<file path="config.mk">
export PLATFORM = sky130hd
export DESIGN_NAME = gpi_irq_unit
export DESIGN_NICKNAME = d
export VERILOG_FILES = /design/src/rtl/gpi_pkg.sv /design/src/rtl/gpi_cfg_regs.sv /design/src/rtl/gpi_event_detect.sv /design/src/rtl/gpi_status_irq.sv /design/src/rtl/gpi_irq_unit.sv
export SDC_FILE = /design/constraint.sdc
export NUM_CORES = 1
export LEC_CHECK = 0
export ABC_AREA = 0
export BUFFER_PORTS_ARGS = -buffer_cell sky130_fd_sc_hd__buf_2
export CAP_MARGIN = 25
export CORE_ASPECT_RATIO = 1.2
export CORE_UTILIZATION = 50
export DETAILED_ROUTE_END_ITERATION = 10
export GPL_TIMING_DRIVEN = 0
export PLACE_DENSITY = 0.66
export SETUP_SLACK_MARGIN = 0.15
export SLEW_MARGIN = 30
export SYNTH_ARGS = -nofsm -noshare
export SYNTH_HDL_FRONTEND = slang
export SYNTH_SLANG_ARGS = --single-unit
</file>
<file path="constraint.sdc">
create_clock -name clk -period 3.1 [get_ports clk]
set_clock_uncertainty 0.1 [all_clocks]
set_input_delay 0.93 -clock clk [delete_from_list [all_inputs] [get_ports clk]]
set_output_delay 0.93 -clock clk [all_outputs]
set_load 0.01 [all_outputs]
</file>
<file path="src/rtl/gpi_pkg.sv">
package gpi_pkg;
   localparam int ADDR_W = 3;

   localparam logic [ADDR_W-1:0] ADDR_MASK    = 3'd0;
   localparam logic [ADDR_W-1:0] ADDR_UNMASK  = 3'd1;
   localparam logic [ADDR_W-1:0] ADDR_SETMASK = 3'd2;
   localparam logic [ADDR_W-1:0] ADDR_STATUS  = 3'd3;
   localparam logic [ADDR_W-1:0] ADDR_KIND    = 3'd4;
   localparam logic [ADDR_W-1:0] ADDR_POL     = 3'd5;
   localparam logic [ADDR_W-1:0] ADDR_BOTH    = 3'd6;
endpackage

</file>
<file path="src/rtl/gpi_cfg_regs.sv">
module gpi_cfg_regs
   import gpi_pkg::*;
#(
   parameter int NPINS = 32
) (
   input  logic              clk,
   input  logic              rst_n,
   input  logic              wr_en,
   input  logic [ADDR_W-1:0] addr,
   input  logic [NPINS-1:0]  wr_data,
   output logic [NPINS-1:0]  kind_q,
   output logic [NPINS-1:0]  pol_q,
   output logic [NPINS-1:0]  both_q,
   output logic [NPINS-1:0]  mask_q
);
   localparam logic [NPINS-1:0] ALL_ONES = {NPINS{1'b1}};

   // sensing configuration: plain read/write words
   always_ff @(posedge clk) begin
      if (!rst_n) begin
         kind_q <= '0;
         pol_q  <= '0;
         both_q <= '0;
      end else if (wr_en) begin
         if (addr == ADDR_KIND) kind_q <= wr_data;
         if (addr == ADDR_POL)  pol_q  <= wr_data;
         if (addr == ADDR_BOTH) both_q <= wr_data;
      end
   end

   // mask: only reachable through the two write-one ports
   always_ff @(posedge clk) begin
      if (!rst_n) begin
         mask_q <= ALL_ONES;
      end else if (wr_en) begin
         if (addr == ADDR_UNMASK)  mask_q <= mask_q & ~wr_data;
         if (addr == ADDR_SETMASK) mask_q <= mask_q | wr_data;
      end
   end
endmodule

</file>
<file path="src/rtl/gpi_event_detect.sv">
module gpi_event_detect #(
   parameter int NPINS = 32
) (
   input  logic             clk,
   input  logic             rst_n,
   input  logic [NPINS-1:0] pin_in,
   input  logic [NPINS-1:0] kind,
   input  logic [NPINS-1:0] pol,
   input  logic [NPINS-1:0] both,
   output logic [NPINS-1:0] ev
);
   logic [NPINS-1:0] prev_q;

   always_ff @(posedge clk) begin
      if (!rst_n) prev_q <= '0;
      else        prev_q <= pin_in;
   end

   for (genvar i = 0; i < NPINS; i++) begin : g_pin
      logic rise, fall, lvl_hit, edge_hit;
      always_comb begin
         rise     = pin_in[i] & ~prev_q[i];
         fall     = ~pin_in[i] & prev_q[i];
         lvl_hit  = pol[i] ? pin_in[i] : ~pin_in[i];
         if (both[i]) edge_hit = rise | fall;
         else         edge_hit = pol[i] ? rise : fall;
         ev[i]    = kind[i] ? edge_hit : lvl_hit;
      end
   end
endmodule

</file>
<file path="src/rtl/gpi_status_irq.sv">
module gpi_status_irq #(
   parameter int NPINS   = 32,
   parameter bit IRQ_REG = 1'b0
) (
   input  logic             clk,
   input  logic             rst_n,
   input  logic [NPINS-1:0] ev,
   input  logic             clr_en,
   input  logic [NPINS-1:0] clr_bits,
   input  logic [NPINS-1:0] mask,
   output logic [NPINS-1:0] status_q,
   output logic             irq
);
   logic [NPINS-1:0] clr_vec;
   logic             pend_any;

   assign clr_vec = clr_en ? clr_bits : '0;

   // new events take priority over a clear in the same cycle
   always_ff @(posedge clk) begin
      if (!rst_n) status_q <= '0;
      else        status_q <= (status_q & ~clr_vec) | ev;
   end

   assign pend_any = |(status_q & ~mask);

   if (IRQ_REG) begin : g_irq_flop
      logic irq_q;
      always_ff @(posedge clk) begin
         if (!rst_n) irq_q <= 1'b0;
         else        irq_q <= pend_any;
      end
      assign irq = irq_q;
   end else begin : g_irq_comb
      assign irq = pend_any;
   end
endmodule

</file>
<file path="src/rtl/gpi_irq_unit.sv">
module gpi_irq_unit
   import gpi_pkg::*;
#(
   parameter int NPINS   = 32,
   parameter bit IRQ_REG = 1'b0
) (
   input  logic              clk,
   input  logic              rst_n,
   input  logic [NPINS-1:0]  pin_in,
   input  logic              wr_en,
   input  logic [ADDR_W-1:0] addr,
   input  logic [NPINS-1:0]  wr_data,
   output logic [NPINS-1:0]  rd_data,
   output logic              irq
);
   initial begin
      assert (NPINS >= 1 && NPINS <= 64)
         else $error("gpi_irq_unit: NPINS must lie in 1..64");
   end

   logic [NPINS-1:0] kind_q, pol_q, both_q, mask_q;
   logic [NPINS-1:0] ev_w, status_q;
   logic             st_clr;

   gpi_cfg_regs #(.NPINS(NPINS)) u_cfg (
      .clk(clk), .rst_n(rst_n), .wr_en(wr_en), .addr(addr),
      .wr_data(wr_data), .kind_q(kind_q), .pol_q(pol_q),
      .both_q(both_q), .mask_q(mask_q)
   );

   gpi_event_detect #(.NPINS(NPINS)) u_det (
      .clk(clk), .rst_n(rst_n), .pin_in(pin_in), .kind(kind_q),
      .pol(pol_q), .both(both_q), .ev(ev_w)
   );

   assign st_clr = wr_en && (addr == ADDR_STATUS);

   gpi_status_irq #(.NPINS(NPINS), .IRQ_REG(IRQ_REG)) u_st (
      .clk(clk), .rst_n(rst_n), .ev(ev_w), .clr_en(st_clr),
      .clr_bits(wr_data), .mask(mask_q), .status_q(status_q), .irq(irq)
   );

   always_comb begin
      case (addr)
         ADDR_MASK:   rd_data = mask_q;
         ADDR_STATUS: rd_data = status_q;
         ADDR_KIND:   rd_data = kind_q;
         ADDR_POL:    rd_data = pol_q;
         ADDR_BOTH:   rd_data = both_q;
         default:     rd_data = '0;
      endcase
   end
endmodule

</file>
### Word level (Yosys, flattened, before mapping)

Cells that the tools add are included.
W data, S select, Z words.

| word-level totals | value |
|---|---|
| register bits after elaboration | 192 |

| cells by class | value |
|---|---|
| eq/ne operators | 6 |
| mux-type cells | 132 |
| bitwise operators | 168 |
| reductions and logical operators | 8 |

Operator list:

| cell | count |
|---|---|
| $pmux W32 S5 | 1 |
| $mux W1 | 128 |
| $and A32 B32 Y32 | 3 |
| $mux W32 | 3 |
| $not A32 Y32 | 3 |
| $and A1 B1 Y1 | 64 |
| $not A1 Y1 | 64 |
| $or A32 B32 Y32 | 2 |
| $or A1 B1 Y1 | 32 |
| $reduce_or A32 Y1 | 1 |
| $eq A3 B3 Y1 const B | 3 |
| $reduce_and A2 Y1 | 4 |
| $eq A3 B2 Y1 const B | 2 |
| $eq A3 B1 Y1 const B | 1 |
| $logic_not A3 Y1 | 1 |
| $reduce_bool A2 Y1 | 1 |
| $logic_and A1 B1 Y1 | 1 |

### Logic depth before layout (Yosys ltp)

| depth | value |
|---|---|
| depth after elaboration | 6 |
| gate-level depth with buffers | 7 |
| gate-level depth less buffers | 6 |

### Modules after synthesis

Synthesis repeated with hierarchy kept, for this count alone.

| unflattened totals | value |
|---|---|
| cells, all modules | 1329 |
| area total of the unflattened synthesis | 11299.6 µm² |

By module, submodules not included:

| module | instances | cells an instance | area an instance (µm²) | sequential area each (µm²) |
|---|---|---|---|---|
| gpi_cfg_regs | 1 | 597 | 5043.6 | 2562.5 |
| gpi_event_detect | 1 | 355 | 3334.4 | 640.6 |
| gpi_irq_unit | 1 | 190 | 1503.9 | 0.0 |
| gpi_status_irq | 1 | 187 | 1417.6 | 640.6 |

### Worst setup path after synthesis

No wires, ideal clock.

| timing path | value |
|---|---|
| path kind | input-to-output |
| from | in addr[2] |
| to | out rd_data[10] |
| arrival | 2014 ps |
| data required time | 2070 ps |
| setup slack | 56 ps |
| stages | 6 |
| buffers on the path | 3 |
| cell sequence | buf_2 -> nor2b_1 -> clkbuf_1 -> clkbuf_1 -> a22oi_1 -> a21oi_1 |

| on the way | value |
|---|---|
| longest elaborated chain between the ends | 2 |
| elaborated cells on any way between the ends | 6 |

RTL lines:

| what | RTL line | text |
|---|---|---|
| start: declaration | gpi_irq_unit.sv:11 | `input logic [ADDR_W-1:0] addr,` |
| $eq A3 B3 Y1, or another cell as far along | gpi_irq_unit.sv:44 | `case (addr)` |
| $pmux W32 S5 (*) | gpi_irq_unit.sv:44 |  |
| end: declaration | gpi_irq_unit.sv:13 | `output logic [NPINS-1:0] rd_data,` |

Mark *: on every way between the ends. The rest lies on a longest branch, timed or not.

### Final worst setup path

| timing path | value |
|---|---|
| from | in addr[2] |
| to | out rd_data[12] |

The elaborated chain is that of the path after synthesis.

==> Flow_metrics.wiki <==
{| class="wikitable"
! Metric !! Value
|-
| GRT Util Overall || 31.40%
|-
| Cell breakdown of the critical path || buf_12 -> buf_8 -> and2_4 -> clkbuf_16 -> buf_12 -> a211oi_4 -> a21oi_2 -> buf_2
|-
| Area enclosed by the die boundary || approximately 21000 sq um
|-
| Number of H-tree levels || 4
|-
| Number of vias in the routed layout || around 9.4k
|-
| Die width || 131.0 microns
|-
| Remaining global-route overflow || 0
|-
| Count of max-cap constraint violations || 0
|-
| Failing checks || setup timing
|-
| Number of buffers between clock root and the deepest sink || 2
|-
| Measured slew at the worst slew-check pin || 820.2 ps
|-
| Fill cell instance count of the final layout || 1771
|-
| Estimated wirelength of the detail-placed design || ~21000 microns
|-
| Maximum number of pins on one net before global-route repair || 18
|-
| Placement row count || 56
|-
| Latest clock arrival within the worst-skew pair || 440 ps
|-
| Power per Cell Area || around 460 nW/um^2
|-
| Final estimated routing congestion in global placement || ~0.89
|-
| Average instance area after synthesis || 8.076 sq um
|-
| Global-route wire length before repair || 47870 microns
|-
| Area grow syn2layout || 20.81%
|-
| Yosys top cell by area || sky130_fd_sc_hd__dfxtp_1
|-
| Nature of the critical path startpoint || input pin
|-
| Area post-placement || 10820 sq um
|-
| Post-synthesis async set-or-reset flop share || 0%
|-
| Setup slack of the critical path after layout || -67.56 ps
|-
| Post-route minimum period || 3168 ps
|-
| Register bit total from synthesis || 192
|-
| Die span in y || 156.8 microns
|-
| Max-slew violations || 0
|-
| Period Utilization, post-route || 102.2%
|-
| Clock tree root driver cell || sky130_fd_sc_hd__clkbuf_16
|-
| Number of antenna violations at the first check in global routing || 2
|-
| Ys flop type || sky130_fd_sc_hd__dfxtp_1
|-
| Fraction of final layout cells sized beyond drive strength 1 || 20.39%
|-
| RSZ-0062 raised after global routing || true
|-
| Total number of nets in the final design || 1494
|-
| Most frequent standard cell in the layout excluding fill and tap cells || sky130_fd_sc_hd__nand2_1
|-
| CTS clk-pin slew, worst paths || 70 ps
|-
| Data arrival at the endpoint of the critical path || roughly 2100 ps
|-
| Largest cells by area after synthesis || sky130_fd_sc_hd__dfxtp_1 39%, sky130_fd_sc_hd__nand2_1 9.7%, sky130_fd_sc_hd__a21oi_1 8.0%
|-
| Library cells used by synthesis || 31
|-
| Worst path required time || 2070 ps
|-
| Std-Cell Core Area || approximately 20000 sq um
|-
| Total Power || 5.586 mW
|-
| Sequential area share after synthesis || 38.51%
|-
| Total negative slack || -575.0 ps
|-
| Synthesized netlist net count || 1370
|-
| Average wire per cell in the routed design || 19.23 microns
|-
| Remaining antenna violation count || 0
|-
| I/O pin count || about 100
|-
| Post-Synthesis Cells || 1236
|-
| Path class of the lowest-slack min-delay path || register to register
|-
| Buffers added on ports || 101
|-
| Class of the most critical setup path || input pin to primary output
|-
| Post-synth EDFFs || 0
|-
| Netlist area before placement || 9982 sq um
|-
| Maximum achievable frequency || 0.3157 GHz
|-
| Initial drt markers || about 720
|-
| DRC violations left || 0
|-
| Clock tree sinks || 192
|-
| CTS buffer count || 17
|-
| Result of the run || finished with violations
|-
| Final instance area || 12060 sq um
|-
| Final Hold Fails || 0
|-
| Detailed-route wire length || 31460 microns
|-
| Detail-routed via count per cell || between 5 and 6
|-
| Synth warn || 0
|-
| Commonest non-fill, non-tap cells in the layout || 258 x sky130_fd_sc_hd__nand2_1, 192 x sky130_fd_sc_hd__dfxtp_1, 148 x sky130_fd_sc_hd__a21oi_1, 124 x sky130_fd_sc_hd__buf_2, 96 x sky130_fd_sc_hd__inv_1
|-
| Pre-antenna DRT Iters || 6
|-
| Biggest fanout along the worst timing path || 10
|-
| Cell type of the slowest stage on the worst timing path || sky130_fd_sc_hd__a211oi_4
|-
| Lkg Pwr || 4.916 nW
|-
| Starting density of the core || 51.06%
|-
| Number of global-route vias before repair || 8811
|-
| Clock tree from TritonCTS || built
|-
| Peak supply drop || just over 400 uV
|-
| Largest stage delay, worst path || about 260 ps
|-
| # setup viols final || 20
|-
| Crit path capture type || primary output
|-
| Most prevalent standard cell on the critical path || sky130_fd_sc_hd__buf_12
|-
| Share of the synthesized area in the top cell type || 38.51%
|-
| Headroom to the max-slew limit || 45.32%
|}
[synthesized netlist by cell type, types with 2 or more instances]
cell type,instances
sky130_fd_sc_hd__a211oi_1,32
sky130_fd_sc_hd__a21oi_1,160
sky130_fd_sc_hd__a221o_1,32
sky130_fd_sc_hd__a22oi_1,32
sky130_fd_sc_hd__buf_2,32
sky130_fd_sc_hd__clkbuf_1,44
sky130_fd_sc_hd__dfxtp_1,192
sky130_fd_sc_hd__ha_1,64
sky130_fd_sc_hd__inv_1,96
sky130_fd_sc_hd__mux2_2,32
sky130_fd_sc_hd__mux2i_1,32
sky130_fd_sc_hd__nand2_1,258
sky130_fd_sc_hd__nand2b_1,3
sky130_fd_sc_hd__nor2_1,67
sky130_fd_sc_hd__nor2b_1,2
sky130_fd_sc_hd__nor4_1,4
sky130_fd_sc_hd__o211ai_1,32
sky130_fd_sc_hd__o21a_1,32
sky130_fd_sc_hd__o21ai_0,32
sky130_fd_sc_hd__o22ai_1,16
sky130_fd_sc_hd__xor2_1,32
[report_power, final]
group          switching, mW  internal [mW]
sequential            0.0816           2.57
combinational          0.509          0.344
clock                  0.989           1.10
[what timing repair did]
item,in CTS,in global routing
gates resized for setup,109,37
hold buffers,0,0
buffers inserted,3,0
setup endpoints to repair,33,32
gates cloned,2,0
pin swaps,7,19
[final cells by class]
cell class,instances,area [sq um],area share [%]
antenna,2,5.005,0.04150
buffer,76,604.3,5.011
clock buffer,25,485.5,4.026
clock inverter,7,52.55,0.4358
inverter,97,364.1,3.019
multi-input combinational,870,5783,47.96
sequential,192,3844,31.87
tap,261,326.6,2.708
timing repair buffer,106,594.3,4.928
[worst max-delay path, delay by kind of cell]
kind                   cells  cell delay (ps)
AND/OR/NAND/NOR            1              160
buffers and inverters      5              700
AO/OA/AOI/OAI              2              320
[kinds of logic after synthesis]
family | Yosys count | share of synthesized area (%)
AO/OA/AOI/OAI | 369 | 23.55
XOR/XNOR | 32 | 2.808
adder cells (fa/ha/maj) | 64 | 8.022
buffers and inverters | 174 | 6.944
flip-flops | 192 | 38.51
multiplexers | 64 | 6.819
AND/OR/NAND/NOR | 341 | 13.35
[stage by stage]
stage / setup WS, ps / utilization, % / instances / hold WS (ps)
floorplan: 69.52 / - / 1236 / 359.3
global placement: -693.5 / 55.34 / 1598 / 372.0
detailed placement: -695.2 / 55.34 / 1598 / 379.2
CTS: -7.614 / 60.75 / 1634 / 388.6
global route: -96.47 / 61.67 / 1635 / 415.1
finish: -67.56 / 61.69 / 1636 / 391.4
[layer usage]
metal | up-vias | global-route usage (%) | share of wire (%)
li1 | 4481 | - | -
met1 | 4449 | 39.77 | 42
met2 | 389 | 51.63 | 48
met3 | 61 | 5.607 | 7.2
met4 | 0 | 13.96 | 3.2
met5 | - | 0 | 0
[final timing paths]
check | startpoint | end | slack [ps] | cells after the start
worst min register to register | u_cfg.both_q[5]$_SDFFE_PN0P_ | u_cfg.both_q[5]$_SDFFE_PN0P_ | 390 | 2
worst min-delay path | u_cfg.both_q[5]$_SDFFE_PN0P_ | u_cfg.both_q[5]$_SDFFE_PN0P_ | 390 | 2
worst max register to register | u_det.prev_q[16]$_SDFF_PN0_ | u_st.status_q[16]$_SDFF_PN0_ | 1600 | 6
worst max-delay path | addr[2] | rd_data[12] | -70 | 8
Power figures use the tool's default switching activity.
